$ cat src/rtl/blend_pkg.sv
package blend_pkg;
  localparam int unsigned N_MET = 3;
  typedef enum logic [1:0] {MET_RSSI = 2'd0, MET_SNR = 2'd1, MET_MPATH = 2'd2} met_e;
  localparam int unsigned IND_SEP_LO  = 6;
  localparam int unsigned IND_RSSI_LO = 20;
  localparam int unsigned IND_SEP_HI  = 12;
  localparam int unsigned IND_RSSI_HI = 28;
endpackage

$ cat src/rtl/blend_target.sv
module blend_target #(
  parameter int unsigned MW = 7,
  parameter int unsigned BW = 8
) (
  input  logic [MW-1:0] metric_i,
  input  logic [MW-1:0] mono_th_i,
  input  logic [MW-1:0] st_th_i,
  output logic [BW-1:0] target_o
);
  localparam int unsigned PW = MW + BW;
  localparam logic [MW-1:0] MMAX = {MW{1'b1}};
  localparam logic [BW-1:0] BMAX = {BW{1'b1}};

  logic [MW-1:0] pos, span;
  logic [PW-1:0] prod, quo;

  always_comb begin
    pos  = metric_i - mono_th_i;
    span = st_th_i - mono_th_i;
    prod = PW'(pos) * PW'(BMAX);
    quo  = (span != '0) ? (prod / PW'(span)) : '0;
    if (mono_th_i == MMAX)           target_o = '0;
    else if (st_th_i == '0)          target_o = BMAX;
    else if (metric_i < mono_th_i)   target_o = '0;
    else if (metric_i >= st_th_i)    target_o = BMAX;
    else if (quo > PW'(BMAX))        target_o = BMAX;
    else                             target_o = quo[BW-1:0];
  end
endmodule

$ cat src/rtl/blend_slew.sv
module blend_slew #(
  parameter int unsigned N  = 3,
  parameter int unsigned BW = 8,
  parameter int unsigned RW = 8
) (
  input  logic          clk,
  input  logic          rst_n,
  input  logic          tick_i,
  input  logic [BW-1:0] tgt_i [N],
  input  logic [RW-1:0] att_i [N],
  input  logic [RW-1:0] rel_i [N],
  output logic [BW-1:0] tgt_min_o,
  output logic [BW-1:0] blend_o
);
  localparam int unsigned SW = (RW > BW) ? RW : BW;

  logic [BW-1:0] blend_q, blend_d, best;
  logic [RW-1:0] best_att, best_rel;
  logic [SW-1:0] gap, step;

  always_comb begin
    best     = tgt_i[0];
    best_att = att_i[0];
    best_rel = rel_i[0];
    for (int i = 1; i < int'(N); i++) begin
      if (tgt_i[i] < best) begin
        best     = tgt_i[i];
        best_att = att_i[i];
        best_rel = rel_i[i];
      end
    end
  end

  always_comb begin
    blend_d = blend_q;
    gap     = '0;
    step    = '0;
    if (tick_i) begin
      if (blend_q > best) begin
        gap  = SW'(blend_q) - SW'(best);
        step = SW'(best_att);
        blend_d = (step >= gap) ? best : BW'(SW'(blend_q) - step);
      end else begin
        gap  = SW'(best) - SW'(blend_q);
        step = SW'(best_rel);
        blend_d = (step >= gap) ? best : BW'(SW'(blend_q) + step);
      end
    end
  end

  always_ff @(posedge clk or negedge rst_n) begin
    if (!rst_n) blend_q <= '0;
    else        blend_q <= blend_d;
  end

  assign tgt_min_o = best;
  assign blend_o   = blend_q;
endmodule

$ cat src/rtl/audio_matrix.sv
module audio_matrix #(
  parameter int unsigned AW = 16,
  parameter int unsigned BW = 8
) (
  input  logic          clk,
  input  logic          rst_n,
  input  logic          tick_i,
  input  logic [BW-1:0] blend_i,
  input  logic [AW-1:0] sum_i,
  input  logic [AW-1:0] diff_i,
  output logic [AW-1:0] left_o,
  output logic [AW-1:0] right_o
);
  localparam int unsigned XW = AW + BW + 1;
  localparam logic [BW-1:0] BMAX = {BW{1'b1}};
  localparam logic signed [XW-1:0] AMAX = XW'((64'sd1 <<< (AW - 1)) - 1);
  localparam logic signed [XW-1:0] AMIN = -AMAX - 1;

  logic signed [XW-1:0] prod, scaled, sum_x, l_x, r_x;
  logic [AW-1:0] left_d, right_d, left_q, right_q;

  function automatic logic [AW-1:0] clip(input logic signed [XW-1:0] v);
    if (v > AMAX)      return AMAX[AW-1:0];
    else if (v < AMIN) return AMIN[AW-1:0];
    else               return v[AW-1:0];
  endfunction

  always_comb begin
    prod   = XW'($signed(diff_i)) * $signed({1'b0, blend_i});
    scaled = (blend_i == BMAX) ? XW'($signed(diff_i)) : (prod >>> BW);
    sum_x  = XW'($signed(sum_i));
    l_x    = sum_x + scaled;
    r_x    = sum_x - scaled;
    left_d  = tick_i ? clip(l_x) : left_q;
    right_d = tick_i ? clip(r_x) : right_q;
  end

  always_ff @(posedge clk or negedge rst_n) begin
    if (!rst_n) begin
      left_q  <= '0;
      right_q <= '0;
    end else begin
      left_q  <= left_d;
      right_q <= right_d;
    end
  end

  assign left_o  = left_q;
  assign right_o = right_q;
endmodule

$ cat src/rtl/stereo_blend_ctrl.sv
module stereo_blend_ctrl #(
  parameter int unsigned AW = 16,
  parameter int unsigned MW = 7,
  parameter int unsigned BW = 8,
  parameter int unsigned RW = 8
) (
  input  logic          clk,
  input  logic          rst_n,
  input  logic          tick_i,
  input  logic [AW-1:0] sum_i,
  input  logic [AW-1:0] diff_i,
  input  logic [MW-1:0] rssi_i,
  input  logic [MW-1:0] snr_i,
  input  logic [MW-1:0] mpath_i,
  input  logic [MW-1:0] sep_i,
  input  logic [MW-1:0] rssi_mono_th_i,
  input  logic [MW-1:0] rssi_st_th_i,
  input  logic [MW-1:0] snr_mono_th_i,
  input  logic [MW-1:0] snr_st_th_i,
  input  logic [MW-1:0] mpath_mono_th_i,
  input  logic [MW-1:0] mpath_st_th_i,
  input  logic [RW-1:0] rssi_att_i,
  input  logic [RW-1:0] rssi_rel_i,
  input  logic [RW-1:0] snr_att_i,
  input  logic [RW-1:0] snr_rel_i,
  input  logic [RW-1:0] mpath_att_i,
  input  logic [RW-1:0] mpath_rel_i,
  input  logic          ind_sel_i,
  output logic [AW-1:0] left_o,
  output logic [AW-1:0] right_o,
  output logic [BW-1:0] blend_o,
  output logic          stereo_ind_o
);
  import blend_pkg::*;

  logic [1:0]    rst_sync;
  logic          rst_int_n;
  logic [MW-1:0] met   [N_MET];
  logic [MW-1:0] mono  [N_MET];
  logic [MW-1:0] st    [N_MET];
  logic [RW-1:0] att   [N_MET];
  logic [RW-1:0] rel   [N_MET];
  logic [BW-1:0] tgt   [N_MET];
  logic [BW-1:0] tgt_min;
  logic          ind_hit, ind_d, ind_q;

  always_ff @(posedge clk or negedge rst_n) begin
    if (!rst_n) rst_sync <= '0;
    else        rst_sync <= {rst_sync[0], 1'b1};
  end
  assign rst_int_n = rst_sync[1];

  always_comb begin
    met[MET_RSSI]  = rssi_i;         met[MET_SNR]  = snr_i;         met[MET_MPATH]  = mpath_i;
    mono[MET_RSSI] = rssi_mono_th_i; mono[MET_SNR] = snr_mono_th_i; mono[MET_MPATH] = mpath_mono_th_i;
    st[MET_RSSI]   = rssi_st_th_i;   st[MET_SNR]   = snr_st_th_i;   st[MET_MPATH]   = mpath_st_th_i;
    att[MET_RSSI]  = rssi_att_i;     att[MET_SNR]  = snr_att_i;     att[MET_MPATH]  = mpath_att_i;
    rel[MET_RSSI]  = rssi_rel_i;     rel[MET_SNR]  = snr_rel_i;     rel[MET_MPATH]  = mpath_rel_i;
  end

  for (genvar g = 0; g < int'(N_MET); g++) begin : g_tgt
    blend_target #(.MW(MW), .BW(BW)) u_tgt (
      .metric_i(met[g]), .mono_th_i(mono[g]), .st_th_i(st[g]), .target_o(tgt[g])
    );
  end

  blend_slew #(.N(N_MET), .BW(BW), .RW(RW)) u_slew (
    .clk(clk), .rst_n(rst_int_n), .tick_i(tick_i),
    .tgt_i(tgt), .att_i(att), .rel_i(rel),
    .tgt_min_o(tgt_min), .blend_o(blend_o)
  );

  audio_matrix #(.AW(AW), .BW(BW)) u_mat (
    .clk(clk), .rst_n(rst_int_n), .tick_i(tick_i), .blend_i(blend_o),
    .sum_i(sum_i), .diff_i(diff_i), .left_o(left_o), .right_o(right_o)
  );

  always_comb begin
    if (ind_sel_i)
      ind_hit = (sep_i > MW'(IND_SEP_HI)) && (rssi_i > MW'(IND_RSSI_HI));
    else
      ind_hit = (sep_i > MW'(IND_SEP_LO)) && (rssi_i > MW'(IND_RSSI_LO));
    ind_d = tick_i ? ind_hit : ind_q;
  end

  always_ff @(posedge clk or negedge rst_int_n) begin
    if (!rst_int_n) ind_q <= 1'b0;
    else            ind_q <= ind_d;
  end
  assign stereo_ind_o = ind_q;
endmodule

$ cat config.mk
export PLATFORM = sky130hd
export DESIGN_NAME = stereo_blend_ctrl
export DESIGN_NICKNAME = d
export VERILOG_FILES = /design/src/rtl/blend_pkg.sv /design/src/rtl/blend_target.sv /design/src/rtl/blend_slew.sv /design/src/rtl/audio_matrix.sv /design/src/rtl/stereo_blend_ctrl.sv
export SDC_FILE = /design/constraint.sdc
export NUM_CORES = 2
export LEC_CHECK = 0
export BUFFER_PORTS_ARGS = -buffer_cell sky130_fd_sc_hd__buf_2
export CAP_MARGIN = 20
export CORE_ASPECT_RATIO = 1.5
export CORE_MARGIN = 8
export CORE_UTILIZATION = 45
export CTS_CLUSTER_SIZE = 30
export DETAILED_ROUTE_END_ITERATION = 16
export SYNTH_ARGS = -nofsm -noshare
export SYNTH_HDL_FRONTEND = slang
export SYNTH_SLANG_ARGS = --single-unit
$ cat constraint.sdc
create_clock -name clk -period 1.8 [get_ports clk]
set_input_delay 0.36 -clock clk [delete_from_list [all_inputs] [get_ports clk]]
set_output_delay 0.36 -clock clk [all_outputs]
set_load 0.02 [all_outputs]
==> results.toml <==
[outcome]
violations = "negative setup slack"
outcome = "finished with violations"

[sta]
skew_ns = 0.00563
fin_setup_tns_ns = -465.19
finalHoldViolations = 0
drv_slew = 0
setup_viol = 41
layout_setup_ws_ns = -32.46
holdWs_ns = 0.119
rsz0062_at_grt = "yes"
clock.fmax_ghz = 0.0292
tightest_slew_ns = 0.702
finalCritPeriodShare = 19.0
slew_headroom = 0.527
period_minus_slack_ns = 34.26

[layout]
final_layout_size_suffix_gt1_frac = 0.419
final_nets = 6848
diodes = 0
fin_cells = 6870
syn_to_final_growth_pct = 57.4

[global_routing]
grt_max_degree = 47
gr-usage-met2 = 0.572
use_met3 = 0.0258
grt_pass1_vias = 39400
globalRouteOverflowTotal = 0
grt.total_usage = 0.289
grt_pass1_wl_mm = 187
grtUsageMet1 = 0.291
grt_antenna_before_repair = 5
grt.busiest_layer = "met2"

[synthesis]
syn_nets = 4981
synth_edf_count = 0
yosys_warnings = 0
syn_area_per_cell_um2 = 7.59
synth-async-reset-ratio = 1.00
ys.flop_type = "dfrtp_1"
synthCells = 4102
synth_cell_types = 119
seq_area_frac_synth = 0.0346
syn-cell-area_mm2 = 0.0311
ys_ff_latch = 43

[critical_path]
crit_arrival_ns = 34.46
path_max_fanout = 7
worst_setup_path_end_kind = "flip-flop"
cp.required_ns = 1.99
cp_slowest_stage_delay_ns = 0.57
critPathKind = "in2reg"
startpoint_type = "primary input"
cpMaxStageDelayCell = "fa_1"
cp_common_cell = "o21a_1"

[detailed_routing]
ant_nets = 0
wl_per_cell_um = 17.2
drtIter0Drc = 1577
viasPerCell = 5.50
wl_mm = 118
vias = 37800
drc = 0
dr.pass1.iters = 5

[place]
dp.cells = 6670
gp_congestion = 0.982
portBuffers = 194
hpwl_mm = 97.6

[clock_tree]
cts_buffers = 5
cts_max_level = 2
numClockSinks = 43
cts_max_path_buffers = 2
clkTransAtPathRegs_ns = 0.07
cts_root_buffer = "clkbuf_16"
insertion_delay_ns = 0.31
cts_tree = "yes"

[floorplanning]
start_util = 0.452
die_w_um = 231
ios = 195
core_region_area_mm2 = 0.0688
die_h_um = 338
num_rows = 118
dieArea_mm2 = 0.0780

[min_path]
min_path_type = "reg2async"

[job]
drv_cap = 0
logic make-up (layout without fill, tap and decap cells):
kind of cell | count (synthesis) | count (layout) | share of synthesized area
fa+ha+maj | 727 | 727 | 0.333
compound gates | 1217 | 1217 | 0.266
flops | 43 | 43 | 0.0346
buf+inv | 515 | 2382 | 0.0640
mux | 118 | 118 | 0.0424
other cells | 1 | 1 | 0.000121
simple gates | 1292 | 1293 | 0.207
xor+xnor | 189 | 189 | 0.0532
Yosys cell counts, drive strengths merged (9+ instances only):
cell type  number  area share
mux2i          37       0.013
nand4          39      0.0080
a21oi         300       0.048
nor4           22      0.0053
xor2           71       0.020
nand2b         73       0.015
nor3          167       0.027
and2          121       0.024
o211a          11      0.0035
o21ai         199       0.033
dfrtp          43       0.035
and4            9      0.0025
nor2b          58       0.012
or3            39      0.0080
nand3b         10      0.0025
mux2           81       0.030
a21boi         16      0.0039
ha            556        0.22
a32oi          10      0.0028
o21bai         32      0.0077
o2111ai        14      0.0039
inv           429       0.052
o31a           10      0.0028
a21o          113       0.027
o211ai         56       0.014
or2            25      0.0050
o22ai          10      0.0020
nand2         295       0.036
a311oi         14      0.0043
o311ai         12      0.0034
and3           21      0.0042
buf            23      0.0046
a211oi         39       0.010
a211o          16      0.0045
fa            169        0.11
clkbuf         63      0.0076
o21a          176       0.043
xnor2         118       0.033
o31ai          64       0.016
a31oi          29      0.0062
nor2          317       0.038
nand3          63       0.010
final timing paths:
| kind | from | end | slack [ns] | depth (start not counted) |
|---|---|---|---|---|
| worst max-delay path | snr_i[0] | u_slew.blend_o[0]$_DFFE_PN0P_ | -32.46 | 187 |
| worst min-delay path | rst_sync[1]$_DFF_PN0_ | u_mat.left_o[2]$_DFFE_PN0P_ | 0.12 | 0 |
| worst max register to register | u_slew.blend_o[1]$_DFFE_PN0P_ | u_mat.right_o[2]$_DFFE_PN0P_ | -6.58 | 48 |
| worst min register to register | rst_sync[1]$_DFF_PN0_ | u_mat.left_o[2]$_DFFE_PN0P_ | 0.12 | 0 |
| max in group asynchronous | rst_sync[1]$_DFF_PN0_ | u_slew.blend_o[2]$_DFFE_PN0P_ | 1.21 | 1 |
| min in group clk | rst_sync[0]$_DFF_PN0_ | rst_sync[1]$_DFF_PN0_ | 0.36 | 0 |
metal layers:
layer | up-vias | routed length (um)
met4 | 6 | 7750
met5 | - | 37
met2 | 867 | 62700
met1 | 18000 | 43300
met3 | 387 | 4210
li1 | 18600 | -
area by class of cell:
class	instances	area (um2)
Multi-Input combinational cell	3545	30500
Fill cell	5683	19800
Timing Repair Buffer	1945	14400
Inverter	429	1630
Tap cell	900	1130
Sequential cell	43	1080
Clock buffer	6	139
Clock inverter	2	16.3
through the flow:
stage,utilization,cell area (um2),setup slack (ns)
floorplan,-,32300,-32.46
global placement,0.664,45700,-33.33
detailed placement,0.664,45700,-33.67
CTS,0.698,48000,-31.94
global route,0.712,49000,-34.09
finish,0.712,49000,-32.46
what timing repair did:
item / CTS / global route
hold endpoints to repair: 2 / 0
endpoints found under the setup margin: 41 / 41
setup buffers: 136 / 52
hold buffers: 1 / 0
resized for setup: 228 / 126
pin swaps: 173 / 171
cloned: 4 / 1
state kept, by name, indices dropped and copies added (netlist names):
name	cells
u_mat.right_o	16
u_slew.blend_o	8
rst_sync	2
stereo_ind_o	1
u_mat.left_o	16
critical path: cells and delay by family:
| family | cells | cell delay, ns |
|---|---|---|
| compound gates | 87 | 14.51 |
| simple gates | 49 | 8.04 |
| fa+ha+maj | 26 | 7.45 |
| buf+inv | 16 | 1.80 |
| mux | 7 | 1.75 |
| xor+xnor | 2 | 0.49 |
placed cells by master, fill, tap and decap left out, types with 39 or more instances in the layout:
cell,count
nand3_1,55
inv_1,405
a21o_1,112
buf_4,1717
o21ai_0,120
a21oi_2,69
mux2_2,64
a21oi_1,219
o21ai_1,41
ha_1,504
buf_2,190
nor2_1,285
nand2_1,277
and2_1,113
o31ai_1,47
o211ai_1,56
xor2_1,69
nand2b_1,72
o21a_1,171
nor3_1,157
nor2b_1,47
ha_4,43
dfrtp_1,39
xnor2_1,110
fa_1,160
Power is not shown: default switching activity piles up to over one toggle a cycle in this logic, so the estimate is an artifact.
